File: config.mk
export PLATFORM = sky130hd
export DESIGN_NAME = slot_status_irq
export DESIGN_NICKNAME = d
export VERILOG_FILES = /design/src/rtl/slot_irq_pkg.sv /design/src/rtl/slot_pin_sync.sv /design/src/rtl/slot_event_decode.sv /design/src/rtl/slot_status_regs.sv /design/src/rtl/slot_status_irq.sv
export SDC_FILE = /design/constraint.sdc
export NUM_CORES = 1
export LEC_CHECK = 0
export ABC_AREA = 1
export BUFFER_PORTS_ARGS = -buffer_cell sky130_fd_sc_hd__buf_2
export CAP_MARGIN = 20
export CORE_UTILIZATION = 38
export CTS_BUF_LIST = sky130_fd_sc_hd__clkbuf_2 sky130_fd_sc_hd__clkbuf_4 sky130_fd_sc_hd__clkbuf_8
export DETAILED_ROUTE_END_ITERATION = 6
export PLACE_DENSITY = 0.64
export SYNTH_ARGS = -nofsm -noshare
export SYNTH_HDL_FRONTEND = slang
export SYNTH_SLANG_ARGS = --single-unit
File: constraint.sdc
create_clock -name clk_i -period 2.77 [get_ports clk_i]
set_clock_uncertainty 0.05 [all_clocks]
set_input_delay 0.277 -clock clk_i [delete_from_list [all_inputs] [get_ports clk_i]]
set_output_delay 0.277 -clock clk_i [all_outputs]
set_load 0.02 [all_outputs]
File: src/rtl/slot_irq_pkg.sv
package slot_irq_pkg;

    localparam int unsigned SLOTS         = 2;
    localparam int unsigned HALF_W        = 16;
    localparam int unsigned DATA_W        = SLOTS * HALF_W;
    localparam int unsigned PINS_PER_SLOT = 8;

    // offsets inside one slot half for the ready events
    localparam int unsigned OFS_RDY_LOW  = 7;
    localparam int unsigned OFS_RDY_HIGH = 6;
    localparam int unsigned OFS_RDY_RISE = 5;
    localparam int unsigned OFS_RDY_FALL = 4;

    localparam logic [HALF_W-1:0] HALF_PIN_MASK = 16'hFF00;
    localparam logic [HALF_W-1:0] HALF_CHG_MASK = 16'hFF30;
    localparam logic [HALF_W-1:0] HALF_EN_MASK  = 16'hFFF0;

    typedef logic [DATA_W-1:0] word_t;

    typedef enum logic [1:0] {
        SEL_PINS = 2'd0,
        SEL_CHG  = 2'd1,
        SEL_EN   = 2'd2,
        SEL_NONE = 2'd3
    } reg_sel_e;

    function automatic word_t spread_half(input logic [HALF_W-1:0] h);
        return {SLOTS{h}};
    endfunction

endpackage

File: src/rtl/slot_pin_sync.sv
module slot_pin_sync #(
    parameter int unsigned WIDTH  = 16,
    parameter int unsigned STAGES = 2
) (
    input  logic             clk_i,
    input  logic             rst_ni,
    input  logic [WIDTH-1:0] din_i,
    output logic [WIDTH-1:0] sync_o,
    output logic [WIDTH-1:0] prev_o
);

    typedef struct packed {
        logic [STAGES:0][WIDTH-1:0] chain;
    } sync_st_t;

    sync_st_t st_d, st_q;

    always_comb begin
        st_d          = st_q;
        st_d.chain[0] = din_i;
        for (int unsigned i = 1; i <= STAGES; i++) begin
            st_d.chain[i] = st_q.chain[i-1];
        end
    end

    always_ff @(posedge clk_i or negedge rst_ni) begin
        if (!rst_ni) st_q <= '0;
        else         st_q <= st_d;
    end

    // last synchronizer stage and one extra stage for edge detection
    assign sync_o = st_q.chain[STAGES-1];
    assign prev_o = st_q.chain[STAGES];

endmodule

File: src/rtl/slot_event_decode.sv
module slot_event_decode
    import slot_irq_pkg::*;
(
    input  logic [PINS_PER_SLOT-1:0] sync_i,
    input  logic [PINS_PER_SLOT-1:0] prev_i,
    input  logic                     en_low_i,
    input  logic                     en_high_i,
    output logic [HALF_W-1:0]        set_o,
    output logic                     level_o
);

    // pin vector order: vs1 vs2 wp cd2 cd1 bvd2 bvd1 rdy (rdy at bit 0)
    localparam int unsigned RDY_IDX = 0;

    logic rdy_now, rdy_old;

    always_comb begin
        rdy_now = sync_i[RDY_IDX];
        rdy_old = prev_i[RDY_IDX];
        set_o   = '0;
        set_o[HALF_W-1 -: PINS_PER_SLOT] = sync_i ^ prev_i;
        set_o[OFS_RDY_RISE] = rdy_now & ~rdy_old;
        set_o[OFS_RDY_FALL] = ~rdy_now & rdy_old;
        level_o = (en_low_i & ~rdy_now) | (en_high_i & rdy_now);
    end

endmodule

File: src/rtl/slot_status_regs.sv
module slot_status_regs
    import slot_irq_pkg::*;
(
    input  logic     clk_i,
    input  logic     rst_ni,
    input  logic     wr_en_i,
    input  reg_sel_e sel_i,
    input  word_t    wdata_i,
    input  word_t    set_i,
    input  logic     level_i,
    output word_t    chg_o,
    output word_t    en_o,
    output logic     irq_o
);

    typedef struct packed {
        word_t chg;
        word_t en;
        logic  irq;
    } regs_t;

    regs_t r_d, r_q;
    word_t clr;

    always_comb begin
        r_d = r_q;
        clr = (wr_en_i && sel_i == SEL_CHG) ? wdata_i : '0;
        // a fresh event outranks a clear of the same bit
        r_d.chg = ((r_q.chg & ~clr) | set_i) & spread_half(HALF_CHG_MASK);
        if (wr_en_i && sel_i == SEL_EN) begin
            r_d.en = wdata_i & spread_half(HALF_EN_MASK);
        end
        r_d.irq = (|(r_q.chg & r_q.en)) | level_i;
    end

    always_ff @(posedge clk_i or negedge rst_ni) begin
        if (!rst_ni) r_q <= '0;
        else         r_q <= r_d;
    end

    assign chg_o = r_q.chg;
    assign en_o  = r_q.en;
    assign irq_o = r_q.irq;

endmodule

File: src/rtl/slot_status_irq.sv
module slot_status_irq
    import slot_irq_pkg::*;
#(
    parameter int unsigned SYNC_STAGES = 2
) (
    input  logic              clk_i,
    input  logic              rst_ni,
    input  logic [SLOTS-1:0]  vs1_i,
    input  logic [SLOTS-1:0]  vs2_i,
    input  logic [SLOTS-1:0]  wp_i,
    input  logic [SLOTS-1:0]  cd2_i,
    input  logic [SLOTS-1:0]  cd1_i,
    input  logic [SLOTS-1:0]  bvd2_i,
    input  logic [SLOTS-1:0]  bvd1_i,
    input  logic [SLOTS-1:0]  rdy_i,
    input  logic              wr_en_i,
    input  logic [1:0]        addr_i,
    input  logic [DATA_W-1:0] wdata_i,
    output logic [DATA_W-1:0] rdata_o,
    output logic              irq_o,
    output logic [SLOTS-1:0]  card_present_o
);

    localparam int unsigned P      = PINS_PER_SLOT;
    localparam int unsigned FLAT_W = SLOTS * P;

    logic [FLAT_W-1:0] raw_flat, sync_flat, prev_flat;
    logic [SLOTS-1:0]  level_vec, rdy_sync;
    word_t             set_vec, pin_word, chg_vec, en_vec;
    reg_sel_e          sel;

    assign sel = reg_sel_e'(addr_i);

    slot_pin_sync #(
        .WIDTH  (FLAT_W),
        .STAGES (SYNC_STAGES)
    ) u_sync (
        .clk_i  (clk_i),
        .rst_ni (rst_ni),
        .din_i  (raw_flat),
        .sync_o (sync_flat),
        .prev_o (prev_flat)
    );

    for (genvar s = 0; s < SLOTS; s++) begin : g_slot
        // slot 0 sits in the upper half, slot 1 below it
        localparam int unsigned LO = DATA_W - (s + 1) * HALF_W;

        assign raw_flat[s*P +: P] = {vs1_i[s], vs2_i[s], wp_i[s], cd2_i[s],
                                     cd1_i[s], bvd2_i[s], bvd1_i[s], rdy_i[s]};

        slot_event_decode u_dec (
            .sync_i    (sync_flat[s*P +: P]),
            .prev_i    (prev_flat[s*P +: P]),
            .en_low_i  (en_vec[LO + OFS_RDY_LOW]),
            .en_high_i (en_vec[LO + OFS_RDY_HIGH]),
            .set_o     (set_vec[LO +: HALF_W]),
            .level_o   (level_vec[s])
        );

        assign pin_word[LO +: HALF_W] = {sync_flat[s*P +: P], {(HALF_W-P){1'b0}}};
        // cd2 at index 4, cd1 at index 3 of the slot pin vector
        assign card_present_o[s] = ~(sync_flat[s*P + 4] | sync_flat[s*P + 3]);
        assign rdy_sync[s]       = sync_flat[s*P];
    end

    slot_status_regs u_regs (
        .clk_i   (clk_i),
        .rst_ni  (rst_ni),
        .wr_en_i (wr_en_i),
        .sel_i   (sel),
        .wdata_i (wdata_i),
        .set_i   (set_vec),
        .level_i (|level_vec),
        .chg_o   (chg_vec),
        .en_o    (en_vec),
        .irq_o   (irq_o)
    );

    always_comb begin
        unique case (sel)
            SEL_PINS: rdata_o = pin_word & spread_half(HALF_PIN_MASK);
            SEL_CHG:  rdata_o = chg_vec;
            SEL_EN:   rdata_o = en_vec;
            default:  rdata_o = '0;
        endcase
    end

endmodule

# Yosys cells after proc, flatten, opt, wreduce, memory -nomap -nowiden

Index checks and enable logic that the tools add are counted.

Flip-flop bits (word level): 93
Bits in writable memories: 0
Word-level logic and storage cells: 40
Bits in latches: 0
Memories kept: 0
ROM bits: 0
Input port bits: 53

Div/mod/pow operators: 0
Multiply operators: 0
Add/sub/neg operators: 0
$lt $le $gt $ge: 0
Bitwise logic cells: 25
Muxes and demuxes: 2
Shift operators: 0
Reductions and logical operators: 5
Equality and inequality tests: 2

Operators with widths:

| operator             | number |
|---|---|
| $pmux W32 S3         | 1 |
| $and A32 B32 Y32     | 2 |
| $mux W32             | 1 |
| $not A32 Y32         | 1 |
| $or A32 B32 Y32      | 1 |
| $reduce_or A32 Y1    | 1 |
| $xor A8 B8 Y8        | 2 |
| $and A1 B1 Y1        | 8 |
| $not A1 Y1           | 6 |
| $or A1 B1 Y1         | 5 |
| $eq A2 B1 Y1 const B | 1 |
| $eq A2 B2 Y1 const B | 1 |
| $logic_and A1 B1 Y1  | 2 |
| $logic_not A2 Y1     | 1 |
| $reduce_or A2 Y1     | 1 |

# Longest topological paths before layout

Gate-level depths: netlist (run 1).

Word-level depth: 6
Gate-level depth with buffers: 8
Gate-level depth less buffers: 7

# Hierarchy

Synthesis (run 1) repeated with hierarchy kept, for this count alone.

Cell total of the unflattened synthesis: 542
Area total of the unflattened synthesis: 4576.9 um^2

By module, submodules not included:

| module            | cells each | times used | sequential area each (um^2) | area each (um^2) |
|---|---|---|---|---|
| slot_status_regs  | 249        | 1          | 1126.1                      | 2159.6 |
| slot_pin_sync     | 64         | 1          | 1201.2                      | 1321.3 |
| slot_status_irq   | 129        | 1          | 0.0                         | 630.6 |
| slot_event_decode | 50         | 2          | 0.0                         | 232.7 |

# Worst setup path before layout (run 1)

OpenSTA, ideal clock, no wires.

Kind: input to output
Start: input addr_i[1]
End: output rdata_o[11]
Stages: 4
Slack: 1437 ps
Data arrival time: 1006 ps
Cell sequence: nor2_1 buf_2 nand2_1 nand3_1

Longest elaborated chain between the ends: 2

RTL lines:

| what                                       | line                  | text |
|---|---|---|
| from (decl)                                | slot_status_irq.sv:17 | `input logic [1:0] addr_i,` |
| $eq A2 B2 Y1, or another cell as far along | slot_status_irq.sv:81 | `unique case (sel)` |
| $pmux W32 S3 (*)                           | slot_status_irq.sv:81 |  |
| to (decl)                                  | slot_status_irq.sv:19 | `output logic [DATA_W-1:0] rdata_o,` |

Mark *: on every way between the ends. The rest lies on a longest branch, timed or not.

# Worst setup path in the final report (run 1)

Start: input addr_i[0]
End: output rdata_o[24]

Same word-level chain as after synthesis.

==> results.sh, run 1 <==
export IMPL_status="completed"
export IMPL_wl_per_cell_um=12.79
export IMPL_ys_ff_latch=93
export IMPL_nNetsFinal=524
export IMPL_instances_no_fill=601
export IMPL_cts_buffers_inserted=9
export IMPL_portBuffers=71
export IMPL_r2r_end="u_regs.irq_o"
export IMPL_wl_met1_mm=3.550
export IMPL_netlist_instances=376
export IMPL_crit_end="rdata_o[24]"
export IMPL_coreArea_um2=9284
export IMPL_reg2reg_slack_ns=1.70
export IMPL_cts_tree="yes"
export IMPL_grt_pass1_vias=2792
export IMPL_min_period_over_period=0.5898
export IMPL_dr_wl_met3_um=332
export IMPL_cp_data_required_time_ns=2.44
export IMPL_ioPinCount=88
export IMPL_synth_xor_xnor_area_share=0.03356
export IMPL_power_density_nw_per_um2=656.1
export IMPL_postCtsSetupBuffers=0
export IMPL_setup_worst_path_start_class="primary input"
export IMPL_grt_max_degree=52
export IMPL_p_clk_frac=0.345
export IMPL_rsz0062_at_grt="no"
export IMPL_cts_num_sinks=93
export IMPL_dp_hpwl_mm=5.095
export IMPL_r2r_cells=6
export IMPL_worstSetupPathType="primary input to primary output"
export IMPL_synth_area_per_cell_um2=9.717
export IMPL_synth_top_family_by_area="simple AND/OR/NAND/NOR gates"
export IMPL_finalMaxSlewViolations=0
export IMPL_final_common_cell="nand2_1"
export IMPL_worst_r2r_startpoint="u_regs.chg_o[27]"
export IMPL_setup_viol_count_final=0
export IMPL_cts_buffer_depth=2
export IMPL_peakVddDrop_v=0.0002452
export IMPL_p_sw_mw=0.7714
export IMPL_track_usage=0.1741
export IMPL_critPathCaptureType="primary output"
export IMPL_start_util=0.3935
export IMPL_vias=2722
export IMPL_gp_congestion=0.7657
export IMPL_drt_initial_drc_count=110
export IMPL_final_cell_mix="nand2_1, dfrtp_1, buf_2"
export IMPL_grt_pass1_wl_mm=13.10
export IMPL_postCtsHoldBufs=17
export IMPL_wl_mm=7.689
export IMPL_maxSlewHeadroom=0.4351
export IMPL_h_tree_depth=3
export IMPL_wl_met2_mm=3.674
export IMPL_clk_latency_ns=0.36
export IMPL_drc_errors=0
export IMPL_synthAdderAreaFrac=0.01370
export IMPL_cap_violations=0
export IMPL_tightest_slew_ns=0.8444
export IMPL_seqPwrFrac=0.519
export IMPL_switching_share=0.2609
export IMPL_area_delta_synth_final_pct=23.36
export IMPL_grt_ovfl_total=0
export IMPL_dieArea_um2=10010
export IMPL_hold_path_class="primary input to register"
export IMPL_synth_mux_area_frac=0
export IMPL_cp_startpoint="addr_i[0]"
export IMPL_p_leak_nw=2.245
export IMPL_combPwrFrac=0.136
export IMPL_placed_cells=568
export IMPL_cts_clk_slew_worst_paths_ns=0.09
export IMPL_root_buffer="clkbuf_8"
export IMPL_tns_ns=0
export IMPL_routed_via_density=4.529
export IMPL_seq_area_frac_synth=0.6370
export IMPL_synthSimpleGateAreaFrac=0.1747
export IMPL_post_cts_resized=0
export IMPL_p_int_mw=2.185
export IMPL_antenna_found_initial=0
export IMPL_ant_nets=0
export IMPL_fp_dieW_um=100.1
export IMPL_synth_area_um2=3654
export IMPL_fp_row_count=35
export IMPL_period_needed_ns=1.634
export IMPL_drive_gt1_frac=0.2013
export IMPL_top_layer_used="met4"
export IMPL_synth_cell_types=19
export IMPL_critical_path_arrival_ns=1.31
export IMPL_final_hold_violation_count=0
export IMPL_max_freq_ghz=0.6121
export IMPL_crit_fanout=20
export IMPL_first_pass_iters=4
export IMPL_die_height_um=100.1
export IMPL_synth_compound_area_frac=0.06986
export IMPL_ys_warn_count=0
export IMPL_diodes=0
-- power by group through the flow --
stage	logic (mW)	clock network, mW	registers (mW)
final	0.402	1.02	1.54
after global routing	0.462	1.10	1.55
after CTS	0.410	1.04	1.54
after detailed placement	0.390	0	1.56
after global placement	0.382	0	1.56
after floorplan	0.254	0	1.55
-- how the worst min path moves through the flow --
stage / start / end / slack (ns) / cells past startpoint
2_1_floorplan: rst_ni / u_regs.chg_o[10] / -0.07 / 0
3_3_place_gp: u_sync.st_d[28] / u_sync.sync_o[12] / 0.28 / 0
3_5_place_dp: u_sync.st_d[30] / u_sync.sync_o[14] / 0.28 / 0
4_1_cts: wdata_i[30] / u_regs.en_o[30] / 0.11 / 3
5_1_grt: wdata_i[27] / u_regs.en_o[27] / 0.11 / 3
6_report: wdata_i[30] / u_regs.en_o[30] / 0.11 / 3
-- worst max-delay path, stage by stage --
cell and delay, ns:
buf_2 0.10, inv_1 0.07, nand2_2 0.12, inv_2 0.09
buf_4 0.27, nand2_1 0.09, nand3_1 0.11, buf_2 0.18
-- cell type report --
class / instances / area (µm²)
Clock inverter: 3 / 68.82
Multi-Input combinational cell: 236 / 1096
Fill cell: 900 / 4777
Inverter: 34 / 127.6
Sequential cell: 93 / 2327
Tap cell: 129 / 161.4
Clock buffer: 13 / 160.2
Timing Repair Buffer: 93 / 565.5
-- kinds of logic (layout without fill, tap and decap cells) --
group,Yosys count,after routing
other,1,8
adders and majority gates,4,4
DFF,93,93
and+or+nand+nor,162,162
AOI/OAI and AO/OA,48,48
xor gates and xnor gates,14,14
buffers and inverters,54,143
-- cell usage after synthesis --
library cell,instances,area share
nand2_1,124,0.13
conb_1,1,0.0010
buf_2,4,0.0055
nand4_1,2,0.0034
dfrtp_1,93,0.64
a21oi_1,4,0.0055
a22o_1,4,0.0096
o21ai_1,10,0.014
o21ai_0,30,0.041
buf_6,2,0.0062
nand3_1,16,0.022
nand2_2,2,0.0034
inv_2,1,0.0010
ha_1,4,0.014
buf_4,9,0.018
clkbuf_1,5,0.0051
nor2_1,18,0.018
inv_1,33,0.034
xnor2_1,14,0.034
-- registers in the layout, indices dropped and copies added, names as in the netlist --
| register | cells |
|---|---|
| u_regs.chg_o | 20 |
| u_sync.st_d | 16 |
| u_regs.irq_o | 1 |
| u_sync.sync_o | 16 |
| u_regs.en_o | 24 |
| u_sync.prev_o | 16 |
-- per-layer routing --
layer | track usage | vias to the layer above
li1 | - | 1335
met3 | 0.03482 | 11
met5 | 0 | -
met1 | 0.2283 | 1304
met2 | 0.2849 | 72
met4 | 0.07135 | 0
-- through the flow --
step	util	power (mW)	hold slack (ns)	cell area [µm²]	setup WS, ns
after floorplan	-	1.799	-0.06859	3680	1.437
after global placement	0.4425	1.939	0.2818	4108	0.8197
after detailed placement	0.4425	1.953	0.2847	4108	0.7820
after CTS	0.4854	2.988	0.1066	4507	1.137
after global routing	0.4854	3.118	0.1126	4507	1.014
final	0.4854	2.957	0.1141	4507	1.136
(Power assumes the default switching activity.)
==> run 2, diff against run 1 <==
Settings changed: ABC_AREA 1 to 0, PLACE_DENSITY 0.64 to 0.66.
Clock period 2.77 ns to 1.3 ns, I/O delays scaled along.
==> results.sh, run 2 <==
export IMPL_status="finished with violations"
export IMPL_violations="setup timing"
export IMPL_start_util=0.3987
export IMPL_combPwrFrac=0.205
export IMPL_cts_buffers_inserted=9
export IMPL_synth_top_area_frac=0.6229
export IMPL_grt_pass1_vias=2808
export IMPL_cp_slowest_stage_delay_ns=0.41
export IMPL_fp_dieW_um=101.2
export IMPL_final_common_cell="dfrtp_1"
export IMPL_fp_row_count=35
export IMPL_setup_worst_path_start_class="register"
export IMPL_die_height_um=101.2
export IMPL_crit_fanout=3
export IMPL_rsz0062_at_grt="yes"
export IMPL_cap_violations=0
export IMPL_wl_mm=8.404
export IMPL_cts_tree="yes"
export IMPL_synth_area_um2=3736
export IMPL_drive_gt1_frac=0.4040
export IMPL_seqPwrFrac=0.512
export IMPL_ant_nets=0
export IMPL_grt_pass1_wl_mm=13.76
export IMPL_dieArea_um2=10230
export IMPL_grt_ovfl_total=0
export IMPL_synth_ff_type="dfrtp_1"
export IMPL_p_sw_mw=1.831
export IMPL_final_cell_mix="dfrtp_1, buf_4, buf_2"
export IMPL_largest_reg_flops=24
export IMPL_drc_errors=0
export IMPL_netlist_instances=276
export IMPL_holdWs_ns=0.1589
export IMPL_critPathCaptureType="primary output"
export IMPL_final_util=0.5792
export IMPL_diodes=0
export IMPL_ys_warn_count=0
export IMPL_routed_via_density=4.555
export IMPL_p_clk_frac=0.283
export IMPL_root_buffer="clkbuf_8"
export IMPL_finalMaxSlewViolations=0
export IMPL_ioPinCount=88
export IMPL_first_pass_iters=4
export IMPL_portBuffers=71
export IMPL_slowest_stage="dfrtp_1"
export IMPL_tns_ns=-2.191
export IMPL_synth_cell_types=27
export IMPL_cp_data_required_time_ns=1.12
export IMPL_hold_path_class="primary input to asynchronous set/reset pin"
export IMPL_peakVddDrop_v=0.0007448
export IMPL_synthTopCellsByArea="dfrtp_1, mux2_4, mux2i_1"
export IMPL_synth_async_reset_ratio=1.000
export IMPL_gp_congestion=0.7699
export IMPL_coreArea_um2=9371
export IMPL_clk_latency_ns=0.36
export IMPL_critical_path_arrival_ns=1.29
export IMPL_dp_hpwl_mm=5.701
export IMPL_final_hold_violation_count=0
export IMPL_nNetsFinal=505
export IMPL_p_leak_nw=2.604
export IMPL_synth_top_cell_by_area="dfrtp_1"
export IMPL_fin_ws_ns=-0.1743
export IMPL_max_freq_ghz=0.6783
export IMPL_power_density_nw_per_um2=1195
export IMPL_cts_clk_slew_worst_paths_ns=0.10
export IMPL_synth_common_cells="dfrtp_1, nand2_1, mux2_4"
export IMPL_synth_edff_count=0
export IMPL_drt_initial_drc_count=67
export IMPL_period_needed_ns=1.474
export IMPL_ys_ff_latch=93
export IMPL_switching_share=0.2823
export IMPL_p_int_mw=4.653
export IMPL_cts_buffer_depth=2
export IMPL_area_delta_synth_final_pct=45.28
export IMPL_track_usage=0.1807
export IMPL_worstSetupPathType="register to primary output"
export IMPL_synth_most_common_cell="dfrtp_1"
export IMPL_setup_viol_count_final=21
export IMPL_cp_cell_sequence="buf_6 > mux2i_1 > o21ai_1 > buf_4"
export IMPL_seq_area_frac_synth=0.6229
export IMPL_cts_num_sinks=93
export IMPL_synth_area_per_cell_um2=13.54
export IMPL_h_tree_depth=3
export IMPL_vias=2651
export IMPL_min_period_over_period=1.134
export IMPL_grt_max_degree=29
export IMPL_wl_per_cell_um=14.44
export IMPL_antenna_found_initial=1
-- run 2: final timing paths --
check                                 startpoint               end  slack [ns]  cells past startpoint
worst min register to register   u_sync.st_d[23]  u_sync.sync_o[7]        0.30                      0
min in group clk_i                       wr_en_i    u_regs.en_o[4]        0.25                      4
worst min-delay path                      rst_ni   u_sync.st_d[25]        0.16                      2
worst max register to register  u_regs.chg_o[14]      u_regs.irq_o       -0.11                      4
worst max-delay path            u_sync.sync_o[8]        rdata_o[8]       -0.17                      4
max in group asynchronous                 rst_ni   u_sync.st_d[28]        0.56                      3
-- run 2: worst max-delay path, delay by kind of cell (launching register included) --
family,cells,cell delay [ns]
AO/OA/AOI/OAI,1,0.10
buffers and inverters,2,0.29
flip-flops,1,0.41
multiplexers,1,0.14
-- run 2: kinds of logic (layout without fill, tap and decap cells) --
logic type / after synthesis / after routing / synth area share
flops: 93 / 93 / 0.6229
compound gates: 51 / 51 / 0.09511
simple gates: 50 / 50 / 0.05961
mux: 41 / 41 / 0.1380
buf+inv: 22 / 192 / 0.03717
xor+xnor: 14 / 14 / 0.03282
fa+ha+maj: 4 / 4 / 0.01340
other cells: 1 / 8 / 0.001004
-- run 2: area by class of cell --
type / count / area [µm²]
Clock inverter: 7 / 68.82
Multi-Input combinational cell: 168 / 1350
Fill cell: 795 / 3944
Inverter: 4 / 15.01
Sequential cell: 93 / 2327
Tap cell: 129 / 161.4
Clock buffer: 9 / 123.9
Timing Repair Buffer: 172 / 1381
-- run 2: power groups by stage --
stage | clock network, mW | logic, mW | registers (mW)
4_1_cts | 1.92 | 1.29 | 3.32
3_5_place_dp | 0 | 1.11 | 3.37
5_1_grt | 2.03 | 1.44 | 3.36
6_report | 1.83 | 1.33 | 3.32
2_1_floorplan | 0 | 0.626 | 3.34
3_3_place_gp | 0 | 1.09 | 3.35
-- run 2: routing by layer --
metal,part of all wire,track usage,up-vias
li1,-,-,1271
met1,0.45,0.2253,1294
met2,0.49,0.2983,72
met3,0.052,0.05659,12
met4,0.011,0.06243,2
met5,0.0015,0,-
-- run 2: metrics by stage --
stage	cell area [µm²]	power, mW	instances	worst slack [ns]
after floorplan	3769	3.962	283	0.003010
after global placement	4547	4.447	509	-0.05830
after detailed placement	4547	4.473	509	-0.05572
after CTS	5330	6.524	579	-0.2098
after global routing	5428	6.827	582	-0.2568
final	5428	6.484	582	-0.1743
-- run 2: repair_timing --
action / CTS / global route
buffers inserted: 13 / 3
pin swaps: 5 / 7
resized for setup: 25 / 28
hold endpoints to repair: 146 / 0
hold buffers: 41 / 0
endpoints found under the setup margin: 22 / 27
==> run 3, diff against run 2 <==
Settings changed: BUFFER_PORTS_ARGS -buffer_cell sky130_fd_sc_hd__buf_2 to -buffer_cell sky130_fd_sc_hd__clkbuf_2, CTS_BUF_LIST sky130_fd_sc_hd__clkbuf_2 sky130_fd_sc_hd__clkbuf_4 sky130_fd_sc_hd__clkbuf_8 to default.
==> results.sh, run 3 (synthesized netlist as in run 2, its figures left out) <==
export IMPL_portBuffers=71
export IMPL_critPathCaptureType="primary output"
export IMPL_reg2reg_slack_ns=-0.10
export IMPL_max_freq_ghz=0.6802
export IMPL_dp_hpwl_mm=5.731
export IMPL_setup_viol_count_final=21
export IMPL_fp_dieW_um=101.2
export IMPL_largest_reg_flops=24
export IMPL_holdWs_ns=0.05730
export IMPL_multiInputGateArea_um2=1333
export IMPL_grt_pass1_vias=2736
export IMPL_pre_cts_ws_ns=-0.09235
export IMPL_drt_initial_drc_count=62
export IMPL_coreArea_um2=9371
export IMPL_regArea_um2=2327
export IMPL_hold_path_class="primary input to asynchronous set/reset pin"
export IMPL_fill_cells=816
export IMPL_peakVddDrop_v=0.0006681
export IMPL_status="finished with violations"
export IMPL_period_needed_ns=1.470
export IMPL_vias=2655
export IMPL_antenna_found_initial=0
export IMPL_placed_area_um2=4524
export IMPL_cts_tree="yes"
export IMPL_first_pass_iters=4
export IMPL_instances_no_fill=582
export IMPL_routed_via_density=4.562
export IMPL_grt_max_degree=52
export IMPL_start_util=0.3987
export IMPL_critical_path_arrival_ns=1.29
export IMPL_drc_errors=0
export IMPL_violations="setup timing"
export IMPL_cts_buffers_inserted=9
export IMPL_fin_ws_ns=-0.1702
export IMPL_final_common_cell="dfrtp_1"
export IMPL_final_cell_mix="dfrtp_1, buf_4, clkbuf_2"
export IMPL_worstSetupPathType="register to primary output"
export IMPL_ioPinCount=88
export IMPL_cts_buffer_depth=2
export IMPL_finalMaxSlewViolations=0
export IMPL_ant_nets=0
export IMPL_cp_data_required_time_ns=1.12
export IMPL_cts_num_sinks=93
export IMPL_rsz0062_at_grt="yes"
export IMPL_clk_latency_ns=0.36
export IMPL_root_buffer="clkbuf_8"
export IMPL_cts_clk_slew_worst_paths_ns=0.10
export IMPL_fp_row_count=35
export IMPL_area_delta_synth_final_pct=45.61
export IMPL_drive_gt1_frac=0.3974
export IMPL_cap_violations=0
export IMPL_h_tree_depth=3
export IMPL_placed_cells=506
export IMPL_track_usage=0.1755
export IMPL_wl_mm=8.364
export IMPL_crit_fanout=3
export IMPL_diodes=0
export IMPL_dieArea_um2=10230
export IMPL_die_height_um=101.2
export IMPL_gp_congestion=0.7680
export IMPL_min_period_over_period=1.131
export IMPL_final_hold_violation_count=0
export IMPL_power_mw=6.688
export IMPL_power_density_nw_per_um2=1229
export IMPL_grt_pass1_wl_mm=13.34
export IMPL_final_area_um2=5440
export IMPL_setup_worst_path_start_class="register"
export IMPL_p_leak_nw=2.622
export IMPL_grt_ovfl_total=0
export IMPL_wl_per_cell_um=14.37
export IMPL_nNetsFinal=505
run 3: final cells by class:
class / instances / area share
multi-input cells: 168 / 0.2449
flip-flops and latches: 93 / 0.4278
clock buffers: 11 / 0.02783
clock inverters: 5 / 0.01173
inverters: 4 / 0.002760
repair buffers: 172 / 0.2553
well taps: 129 / 0.02967
run 3: stage by stage:
stage	utilization	TNS, ns
floorplan	-	0
global placement	0.4828	-0.06703
detailed placement	0.4828	-0.2357
CTS	0.5685	-2.910
global route	0.5805	-3.938
finish	0.5805	-2.137
run 3: path summary, 6_finish.rpt:
kind | startpoint | to | depth (start not counted)
setup / recovery | u_sync.sync_o[8] | rdata_o[8] | 4
hold / removal | rst_ni | u_sync.st_d[25] | 2
setup reg to reg | u_regs.chg_o[12] | u_regs.irq_o | 4
hold reg to reg | u_sync.st_d[27] | u_sync.sync_o[11] | 0
max in group asynchronous | rst_ni | u_sync.sync_o[5] | 3
min in group clk_i | wr_en_i | u_regs.en_o[20] | 4
run 3: repair_timing:
item | 4_1_cts | 5_1_grt
pin swaps | 7 | 11
endpoints found under the setup margin | 22 | 26
hold buffers | 41 | 0
setup buffers | 12 | 8
endpoints found under the hold margin | 150 | 0
resized for setup | 34 | 35
run 3: worst max-delay path, stage by stage (launching register included):
cell	delay (ns)
dfrtp_1	0.39
buf_4	0.14
mux2i_1	0.13
o21ai_1	0.10
clkbuf_2	0.17
run 3: where the power goes:
part	leakage (nW)	switching (mW)	internal [mW]	total [mW]
clock network	0.107	1.03	1.01	2.05
registers	1.04	0.177	3.14	3.32
logic	1.48	0.559	0.759	1.32
total	2.62	1.77	4.92	6.69
run 3: per-layer routing:
metal,up-vias,global-route usage,part of all wire
met5,-,0,0
met4,0,0.06132,0.017
met3,10,0.05659,0.052
met2,77,0.2852,0.48
met1,1299,0.2216,0.45
li1,1269,-,-
